===== config.mk =====
export PLATFORM = sky130hd
export DESIGN_NAME = flash_bus_if
export DESIGN_NICKNAME = d
export VERILOG_FILES = /design/src/rtl/flash_bus_pkg.sv /design/src/rtl/flash_cycle_decode.sv /design/src/rtl/flash_word_array.sv /design/src/rtl/flash_lane_path.sv /design/src/rtl/flash_bus_if.sv
export SDC_FILE = /design/constraint.sdc
export NUM_CORES = 1
export LEC_CHECK = 0
export ABC_AREA = 1
export BUFFER_PORTS_ARGS = -buffer_cell sky130_fd_sc_hd__buf_2
export CORE_ASPECT_RATIO = 0.7
export CORE_MARGIN = 2
export CORE_UTILIZATION = 35
export DETAILED_ROUTE_END_ITERATION = 12
export GPL_TIMING_DRIVEN = 0
export SLEW_MARGIN = 5
export SYNTH_ARGS = -nofsm -noshare
export SYNTH_HDL_FRONTEND = slang
export SYNTH_SLANG_ARGS = --single-unit
export TNS_END_PERCENT = 50

===== constraint.sdc =====
create_clock -name clk -period 1.1 [get_ports clk]
set_input_delay 0.165 -clock clk [delete_from_list [all_inputs] [get_ports clk]]
set_output_delay 0.165 -clock clk [all_outputs]
set_load 0.01 [all_outputs]

===== src/rtl/flash_bus_pkg.sv =====
`timescale 1ns/1ps
package flash_bus_pkg;
  localparam int BUS_W  = 16;
  localparam int LANE_W = 8;
  localparam int LANES  = BUS_W / LANE_W;

  typedef enum logic [1:0] {
    CYC_IDLE  = 2'd0,
    CYC_READ  = 2'd1,
    CYC_WRITE = 2'd2
  } cyc_e;
endpackage


===== src/rtl/flash_cycle_decode.sv =====
`timescale 1ns/1ps
module flash_cycle_decode
  import flash_bus_pkg::*;
(
  input  logic ce_n,
  input  logic oe_n,
  input  logic we_n,
  output cyc_e cyc
);
  logic sel;
  assign sel = !ce_n;

  always_comb begin
    cyc = CYC_IDLE;
    if (sel && !oe_n && we_n)      cyc = CYC_READ;
    else if (sel && !we_n && oe_n) cyc = CYC_WRITE;
  end
endmodule


===== src/rtl/flash_word_array.sv =====
`timescale 1ns/1ps
module flash_word_array
  import flash_bus_pkg::*;
#(
  parameter int ADDR_W = 4
) (
  input  logic              clk,
  input  logic              rst_n,
  input  logic [ADDR_W-1:0] wr_addr,
  input  logic [LANES-1:0]  wr_be,
  input  logic [BUS_W-1:0]  wr_data,
  input  logic [ADDR_W-1:0] rd_addr,
  output logic [BUS_W-1:0]  rd_data
);
  localparam int DEPTH = 1 << ADDR_W;

  logic [DEPTH-1:0][BUS_W-1:0] mem_q;

  for (genvar w = 0; w < DEPTH; w++) begin : g_word
    for (genvar l = 0; l < LANES; l++) begin : g_lane
      logic lane_en;
      assign lane_en = wr_be[l] && (wr_addr == ADDR_W'(w));
      always_ff @(posedge clk or negedge rst_n) begin
        if (!rst_n)       mem_q[w][l*LANE_W +: LANE_W] <= '0;
        else if (lane_en) mem_q[w][l*LANE_W +: LANE_W] <= wr_data[l*LANE_W +: LANE_W];
      end
    end
  end

  assign rd_data = mem_q[rd_addr];


  lane_lo_store_chk: assert property (@(posedge clk) disable iff (!rst_n)
    wr_be[0] |=> mem_q[$past(wr_addr)][LANE_W-1:0] == $past(wr_data[LANE_W-1:0]));


  lane_hi_keep_chk: assert property (@(posedge clk) disable iff (!rst_n)
    !wr_be[1] |=> mem_q[$past(wr_addr)][BUS_W-1:LANE_W] == $past(mem_q[wr_addr][BUS_W-1:LANE_W]));
endmodule


===== src/rtl/flash_lane_path.sv =====
`timescale 1ns/1ps
module flash_lane_path
  import flash_bus_pkg::*;
#(
  parameter int          ID_SEL_W = 2,
  parameter logic [7:0]  ID_BASE  = 8'h01,
  parameter logic [7:0]  ID_STEP  = 8'h22
) (
  input  cyc_e                cyc,
  input  logic                word_mode,
  input  logic                id_mode,
  input  logic [ID_SEL_W-1:0] id_sel,
  input  logic [BUS_W-1:0]    dq_i,
  input  logic [BUS_W-1:0]    rd_word,
  output logic [LANES-1:0]    wr_be,
  output logic [BUS_W-1:0]    wr_data,
  output logic [BUS_W-1:0]    do_nxt,
  output logic [BUS_W-1:0]    oe_nxt
);
  logic              hi_sel;
  logic [LANE_W-1:0] id_code;
  logic [LANE_W-1:0] byte_rd;

  assign hi_sel  = dq_i[BUS_W-1];
  assign id_code = ID_BASE + ID_STEP * LANE_W'(id_sel);
  assign byte_rd = hi_sel ? rd_word[BUS_W-1:LANE_W] : rd_word[LANE_W-1:0];

  always_comb begin
    wr_be   = '0;
    wr_data = dq_i;
    oe_nxt  = '0;
    do_nxt  = '0;
    case (cyc)
      CYC_WRITE: begin
        if (word_mode) begin
          wr_be = '1;
        end else begin
          wr_be   = hi_sel ? 2'b10 : 2'b01;
          wr_data = {dq_i[LANE_W-1:0], dq_i[LANE_W-1:0]};
        end
      end
      CYC_READ: begin
        oe_nxt = word_mode ? {BUS_W{1'b1}} : {{LANE_W{1'b0}}, {LANE_W{1'b1}}};
        if (id_mode)        do_nxt = {{LANE_W{1'b0}}, id_code};
        else if (word_mode) do_nxt = rd_word;
        else                do_nxt = {{LANE_W{1'b0}}, byte_rd};
      end
      default: ;
    endcase
  end
endmodule


===== src/rtl/flash_bus_if.sv =====
`timescale 1ns/1ps
module flash_bus_if
  import flash_bus_pkg::*;
#(
  parameter int         ADDR_W   = 4,
  parameter int         ID_SEL_W = 2,
  parameter logic [7:0] ID_BASE  = 8'h01,
  parameter logic [7:0] ID_STEP  = 8'h22
) (
  input  logic              clk,
  input  logic              rst_n,
  input  logic              word_mode,
  input  logic              id_mode,
  input  logic              ce_n,
  input  logic              oe_n,
  input  logic              we_n,
  input  logic [ADDR_W-1:0] addr,
  input  logic [15:0]       dq_i,
  output logic [15:0]       dq_o,
  output logic [15:0]       dq_oe
);
  cyc_e             cyc;
  logic [LANES-1:0] wr_be;
  logic [BUS_W-1:0] wr_data;
  logic [BUS_W-1:0] rd_word;
  logic [BUS_W-1:0] do_nxt;
  logic [BUS_W-1:0] oe_nxt;
  logic [BUS_W-1:0] do_q;
  logic [BUS_W-1:0] oe_q;

  flash_cycle_decode u_dec (
    .ce_n (ce_n),
    .oe_n (oe_n),
    .we_n (we_n),
    .cyc  (cyc)
  );

  flash_word_array #(.ADDR_W(ADDR_W)) u_arr (
    .clk     (clk),
    .rst_n   (rst_n),
    .wr_addr (addr),
    .wr_be   (wr_be),
    .wr_data (wr_data),
    .rd_addr (addr),
    .rd_data (rd_word)
  );

  flash_lane_path #(
    .ID_SEL_W (ID_SEL_W),
    .ID_BASE  (ID_BASE),
    .ID_STEP  (ID_STEP)
  ) u_path (
    .cyc       (cyc),
    .word_mode (word_mode),
    .id_mode   (id_mode),
    .id_sel    (addr[ID_SEL_W-1:0]),
    .dq_i      (dq_i),
    .rd_word   (rd_word),
    .wr_be     (wr_be),
    .wr_data   (wr_data),
    .do_nxt    (do_nxt),
    .oe_nxt    (oe_nxt)
  );

  always_ff @(posedge clk or negedge rst_n) begin
    if (!rst_n) begin
      do_q <= '0;
      oe_q <= '0;
    end else begin
      do_q <= do_nxt;
      oe_q <= oe_nxt;
    end
  end

  assign dq_o  = do_q;
  assign dq_oe = oe_q;


  desel_quiet_chk: assert property (@(posedge clk) disable iff (!rst_n)
    ce_n |=> (dq_oe == '0));


  byte_hi_float_chk: assert property (@(posedge clk) disable iff (!rst_n)
    !word_mode |=> (dq_oe[15:8] == '0));


  contend_quiet_chk: assert property (@(posedge clk) disable iff (!rst_n)
    (!ce_n && !oe_n && !we_n) |=> (dq_oe == '0));


  contend_nowr_chk: assert property (@(posedge clk) disable iff (!rst_n)
    !oe_n |-> (wr_be == '0));


  word_read_drive_chk: assert property (@(posedge clk) disable iff (!rst_n)
    (!ce_n && !oe_n && we_n && word_mode) |=> (dq_oe == '1));


  id_upper_zero_chk: assert property (@(posedge clk) disable iff (!rst_n)
    (!ce_n && !oe_n && we_n && id_mode) |=> (dq_o[15:8] == '0));
endmodule


Yosys cells after proc, flatten, opt, wreduce, memory -nomap -nowiden
Index checks and enable logic that the tools add are counted.
{"block": "totals", "register_bits": 288, "inputBits": 27, "output_inout_bits": 32}
{"block": "op_classes", "n_reduce_logical": 40, "n_mul": 1, "n_lt_le_gt_ge": 1, "n_eq_ne": 17, "n_mux": 15, "addsub": 1}
{"operator": "16-bit 2-to-1 mux", "count": 8}
{"operator": "16-bit binary-select mux with 4-bit select", "count": 1}
{"operator": "1-bit logical AND", "count": 36}
{"operator": "4-bit equality test, second input constant", "count": 8}
{"operator": "4-bit by 3-bit equality test with 1-bit output, second input constant", "count": 4}
{"operator": "2-bit 2-to-1 mux", "count": 5}
{"operator": "1-bit by 8-bit adder with 8-bit output, first input constant", "count": 1}
{"operator": "4-bit by 2-bit equality test with 1-bit output, second input constant", "count": 2}
{"operator": "8-bit 2-to-1 mux", "count": 1}
{"operator": "5-bit by 2-bit multiplier with 7-bit output, first input constant", "count": 1}
{"operator": "4-bit by 5-bit < comparator with 1-bit output, second input constant", "count": 1}
{"operator": "4-bit by 1-bit equality test with 1-bit output, second input constant", "count": 1}
{"operator": "4-bit zero test", "count": 1}
{"operator": "1-bit zero test", "count": 3}
{"operator": "2-bit by 1-bit equality test with 1-bit output, second input constant", "count": 1}
{"operator": "2-bit equality test, second input constant", "count": 1}

Depth between registers and ports, before layout
{"block": "depth", "word_depth": 8, "ltp_mapped": 13, "depth_no_buf": 11}

By module
Synthesis repeated with hierarchy kept, for this count alone.
{"block": "unflattened", "hier_cells": 1823, "hier_area_um2": 13777.0}
{"mod": "flash_word_array", "seq_area_each_um2": 6406.1, "area_per_inst_um2": 12359.4, "instances": 1, "cells_per_inst": 1668}
{"mod": "flash_bus_if", "seq_area_each_um2": 800.8, "area_per_inst_um2": 800.8, "instances": 1, "cells_per_inst": 32}
{"mod": "flash_lane_path", "seq_area_each_um2": 0.0, "area_per_inst_um2": 594.3, "instances": 1, "cells_per_inst": 117}
{"mod": "flash_cycle_decode", "seq_area_each_um2": 0.0, "area_per_inst_um2": 22.5, "instances": 1, "cells_per_inst": 6}

Worst setup path before layout
OpenSTA, ideal clock, no wires.
{"block": "synth_timing", "path_kind": "input -> register", "startpoint": "input addr[0]", "endpoint": "register u_arr.mem_q[232] (netlist name)", "path_slack_ns": -0.446, "t_arrival_ns": 1.421, "n_path_buf": 2, "t_required_ns": 0.975, "setup_ns": 0.125, "cell_stages": 6, "cell_sequence": "buf_2 inv_2 nand2_1 buf_4 nor3_4 mux2_2"}
{"block": "synth_via", "elab_chain_len": 2}
{"element": "start, declared", "line": "flash_bus_if.sv:17", "source": "input logic [ADDR_W-1:0] addr,"}
{"element": "4-bit equality test", "line": "flash_word_array.sv:22", "source": "assign lane_en = wr_be[l] && (wr_addr == ADDR_W'(w));"}
{"element": "1-bit logical AND", "line": "flash_word_array.sv:22"}
{"element": "end signal, assigned by index", "line": "flash_word_array.sv:25", "source": "else if (lane_en) mem_q[w][l*LANE_W +: LANE_W] <= wr_data[l*LANE_W +: LANE_W];"}
{"element": "end, declared", "line": "flash_word_array.sv:17", "source": "logic [DEPTH-1:0][BUS_W-1:0] mem_q;"}
No other way between the ends.
A chain may end at the register's enable or synchronous reset.

==> insert_results.sql <==
INSERT INTO impl_metrics (metric_group, metric, value, unit) VALUES
('setup_path', 'critical_path.cell_chain', 'buf_4 > buf_2', ''),
('global_routing', 'grt_overflow_total', '0', ''),
('logic_synthesis', 'synth_fp_nets', '1562', ''),
('power', 'p_leak', '8.621', 'nW'),
('logic_synthesis', 'synth_cell_type_count', '26', ''),
('timing', 'post-route-min-period', '1.443', 'ns'),
('logic_synthesis', 'synth_async_sr_flop_share', '1.000', ''),
('drt', 'wirelength_met1', '21.11', 'mm'),
('setup_path', 'slowest_cell_on_crit_path', 'sky130_fd_sc_hd__dfrtp_2', ''),
('power', 'cellPowerDensity', '1493', 'nW/um2'),
('run_status', 'failing_checks', 'negative hold slack, negative setup slack', ''),
('global_routing', 'grt_first_pass_wirelength', '67.51', 'mm'),
('timing', 'setup_slack', '-0.3429', 'ns'),
('setup_path', 'critical_path_required', '0.94', 'ns'),
('global_routing', 'number_of_antenna_violations_at_the_first_check_in_global_routing', '1', ''),
('cells_and_area', 'area_growth', '39.69', '%'),
('drt', 'wire_per_inst', '20.56', 'um'),
('placed_design', 'postPlaceCellArea', '13930', 'um2'),
('setup_path', 'setup.worst_path.class', 'flop to output port', ''),
('logic_synthesis', 'syn_area_per_cell', '8.208', 'um2'),
('power', 'vdd_ir_drop_max', '1124', 'uV'),
('placed_design', 'dp.final_hpwl', '29.88', 'mm'),
('run_status', 'run_status', 'finished, violations left', ''),
('drt', 'viasPerCell', '5.304', ''),
('timing', 'finalSetupViolCount', '196', ''),
('setup_path', 'path_max_fanout', '8', ''),
('placed_design', 'placement.io_buffers', '57', ''),
('timing', 'hold_slack', '-0.3717', 'ns'),
('drt', 'amount_of_wire_on_met3_after_detailed_routing', '5.521', 'mm'),
('timing', 'timing_hold_violations_final', '97', ''),
('logic_synthesis', 'ys_seq_area_frac', '0.5442', ''),
('clocking', 'cts_max_path_buffers', '3', ''),
('clocking', 'clock-root-buffer', 'sky130_fd_sc_hd__clkbuf_16', ''),
('global_routing', 'grt_start_max_net_pins', '102', ''),
('placed_design', 'place.gp.congestion', '0.8989', ''),
('logic_synthesis', 'synth_top_cell_area_share', '0.5442', ''),
('timing', 'maxClockFrequency', '0.6930', 'GHz'),
('drt', 'detail_route.wirelength', '45.52', 'mm'),
('floorplanning', 'die-width', '230.8', 'um'),
('timing', 'timing.final.crit_share', '1.312', ''),
('logic_synthesis', 'postSynthRegisterBits', '274', ''),
('clocking', 'clock_insertion_delay_worst_skew', '0.56', 'ns'),
('clocking', 'cts_tree', 'built', ''),
('setup_path', 'cp_slowest_stage_delay', '0.45', 'ns'),
('cells_and_area', 'antenna_cells_inserted', '0', ''),
('clocking', 'cts_made_buffers', '27', ''),
('drt', 'drt-pass1-iter-count', '6', ''),
('cells_and_area', 'fin_util', '0.4930', ''),
('floorplanning', 'start_util', '0.3529', ''),
('timing', 'setup-tns-final', '-21.60', 'ns'),
('floorplanning', 'rows', '58', ''),
('timing', 'worst_slew_pin_slew', '0.8252', 'ns'),
('placed_design', 'place_ws', '-1.264', 'ns'),
('floorplanning', 'core_area', '35700', 'um2'),
('drt', 'initialDrtViolationCount', '1225', ''),
('drt', 'postRouteAntennaNets', '0', ''),
('cells_and_area', 'final_layout_size_suffix_gt1_frac', '0.3789', ''),
('logic_synthesis', 'synth.cell_area', '12600', 'um2'),
('cells_and_area', 'nNetsFinal', '1742', ''),
('logic_synthesis', 'synth_edf_count', '0', ''),
('logic_synthesis', 'synthesis.instances', '1535', ''),
('drt', 'top_signal_layer_used', 'met4', ''),
('floorplanning', 'pin_count', '59', ''),
('timing', 'final-max-slew-violation-count', '0', ''),
('drt', 'detailroute.via_count', '11740', ''),
('cells_and_area', 'layout.cell_area.non_filler', '17600', 'um2'),
('setup_path', 'startpoint_kind_of_the_worst_setup_timing_path', 'flop', ''),
('setup_path', 'critical_path_arrival', '1.28', 'ns'),
('logic_synthesis', 'synthMostInstantiatedCell', 'sky130_fd_sc_hd__nand2_1', ''),
('drt', 'post_route_drc', '0', ''),
('floorplanning', 'die_y', '162.7', 'um');
metal layers:
metal / vias to the layer above / GRT usage
li1: 5270 / -
met1: 5845 / 0.3717
met2: 557 / 0.3155
met3: 70 / 0.08351
met4: 0 / 0.05220
met5: - / 0
final cells by class:
| cell class | instances | area, um2 |
|---|---|---|
| clock inverter | 4 | 45.04 |
| multi-input combinational | 1052 | 6455 |
| clock buffer | 44 | 819.5 |
| sequential | 274 | 6859 |
| fill | 3283 | 18100 |
| buffer | 98 | 932.1 |
| inverter | 111 | 436.7 |
| tap | 480 | 600.6 |
| timing repair buffer | 151 | 1453 |
path summary, 6_finish.rpt:
| kind | startpoint | end | slack, ns | cells past startpoint |
|---|---|---|---|---|
| max | dq_oe[7] | dq_oe[5] | -0.34 | 2 |
| min | rst_n | u_arr.mem_q[150] | -0.37 | 1 |
| max reg2reg | u_arr.mem_q[25] | dq_o[1] | -0.33 | 10 |
| min reg2reg | u_arr.mem_q[226] | u_arr.mem_q[226] | 0.49 | 2 |
| max in group asynchronous | rst_n | u_arr.mem_q[93] | 0.50 | 2 |
| min in group clk | id_mode | dq_o[3] | -0.03 | 4 |
kinds of logic (layout without fill, tap and decap cells):
| kind of cell | after synthesis | in the layout | synth area share |
|---|---|---|---|
| compound gates | 284 | 284 | 0.1175 |
| buf+inv | 209 | 408 | 0.07031 |
| flops | 274 | 274 | 0.5442 |
| mux | 39 | 39 | 0.03486 |
| simple gates | 729 | 729 | 0.2332 |
metrics by stage:
step / hold slack [ns] / std cells
after floorplan: -0.1306 / 1535
after global placement: 0.4582 / 2072
after detailed placement: 0.2447 / 2074
after global routing: -0.3087 / 2214
final: -0.3717 / 2214
after CTS: -0.3409 / 2177
placed cells by master, fill, tap and decap left out, types with 8 or more instances in the layout:
cell type	count
sky130_fd_sc_hd__dfrtp_1	272
sky130_fd_sc_hd__nand4_1	13
sky130_fd_sc_hd__buf_4	75
sky130_fd_sc_hd__buf_16	8
sky130_fd_sc_hd__inv_2	32
sky130_fd_sc_hd__mux2_4	23
sky130_fd_sc_hd__nand3_4	15
sky130_fd_sc_hd__o21ai_0	116
sky130_fd_sc_hd__nor2_4	22
sky130_fd_sc_hd__o21ai_2	53
sky130_fd_sc_hd__buf_8	12
sky130_fd_sc_hd__nand3_2	9
sky130_fd_sc_hd__a21oi_1	23
sky130_fd_sc_hd__clkbuf_16	28
sky130_fd_sc_hd__mux2_2	16
sky130_fd_sc_hd__buf_2	41
sky130_fd_sc_hd__buf_6	65
sky130_fd_sc_hd__nand2_4	41
sky130_fd_sc_hd__nor2_1	89
sky130_fd_sc_hd__buf_12	9
sky130_fd_sc_hd__o22ai_1	9
sky130_fd_sc_hd__clkbuf_4	11
sky130_fd_sc_hd__nor2_2	18
sky130_fd_sc_hd__nand3_1	10
sky130_fd_sc_hd__clkbuf_8	14
sky130_fd_sc_hd__clkbuf_2	8
sky130_fd_sc_hd__nor3_4	17
sky130_fd_sc_hd__inv_1	74
sky130_fd_sc_hd__o21ai_1	57
sky130_fd_sc_hd__nand2_1	387
sky130_fd_sc_hd__clkbuf_1	18
sky130_fd_sc_hd__nand2_2	101
worst max-delay path: cells and delay by family (launching register included):
kind / cells / cell delay [ns]
DFF: 1 / 0.45
buffers and inverters: 2 / 0.28
sequential cells by signal (all words and copies together) (netlist names):
register     count
dq_oe            2
u_arr.mem_q    256
dq_o            16
repair_timing:
item | in CTS | in global routing
buffers inserted | 44 | 35
pin swaps | 56 | 69
endpoints found under the setup margin | 304 | 293
gates resized for setup | 357 | 343
gates cloned | 7 | 2
hold endpoints to repair | 100 | 97
power by group:
| part | total, W | switching, W | internal (W) |
|---|---|---|---|
| registers | 0.0120 | 0.000622 | 0.0114 |
| logic | 0.00494 | 0.00295 | 0.00199 |
| clock network | 0.00936 | 0.00407 | 0.00528 |
| total | 0.0263 | 0.00765 | 0.0186 |
Note: power is estimated with default switching activity, not from simulation.
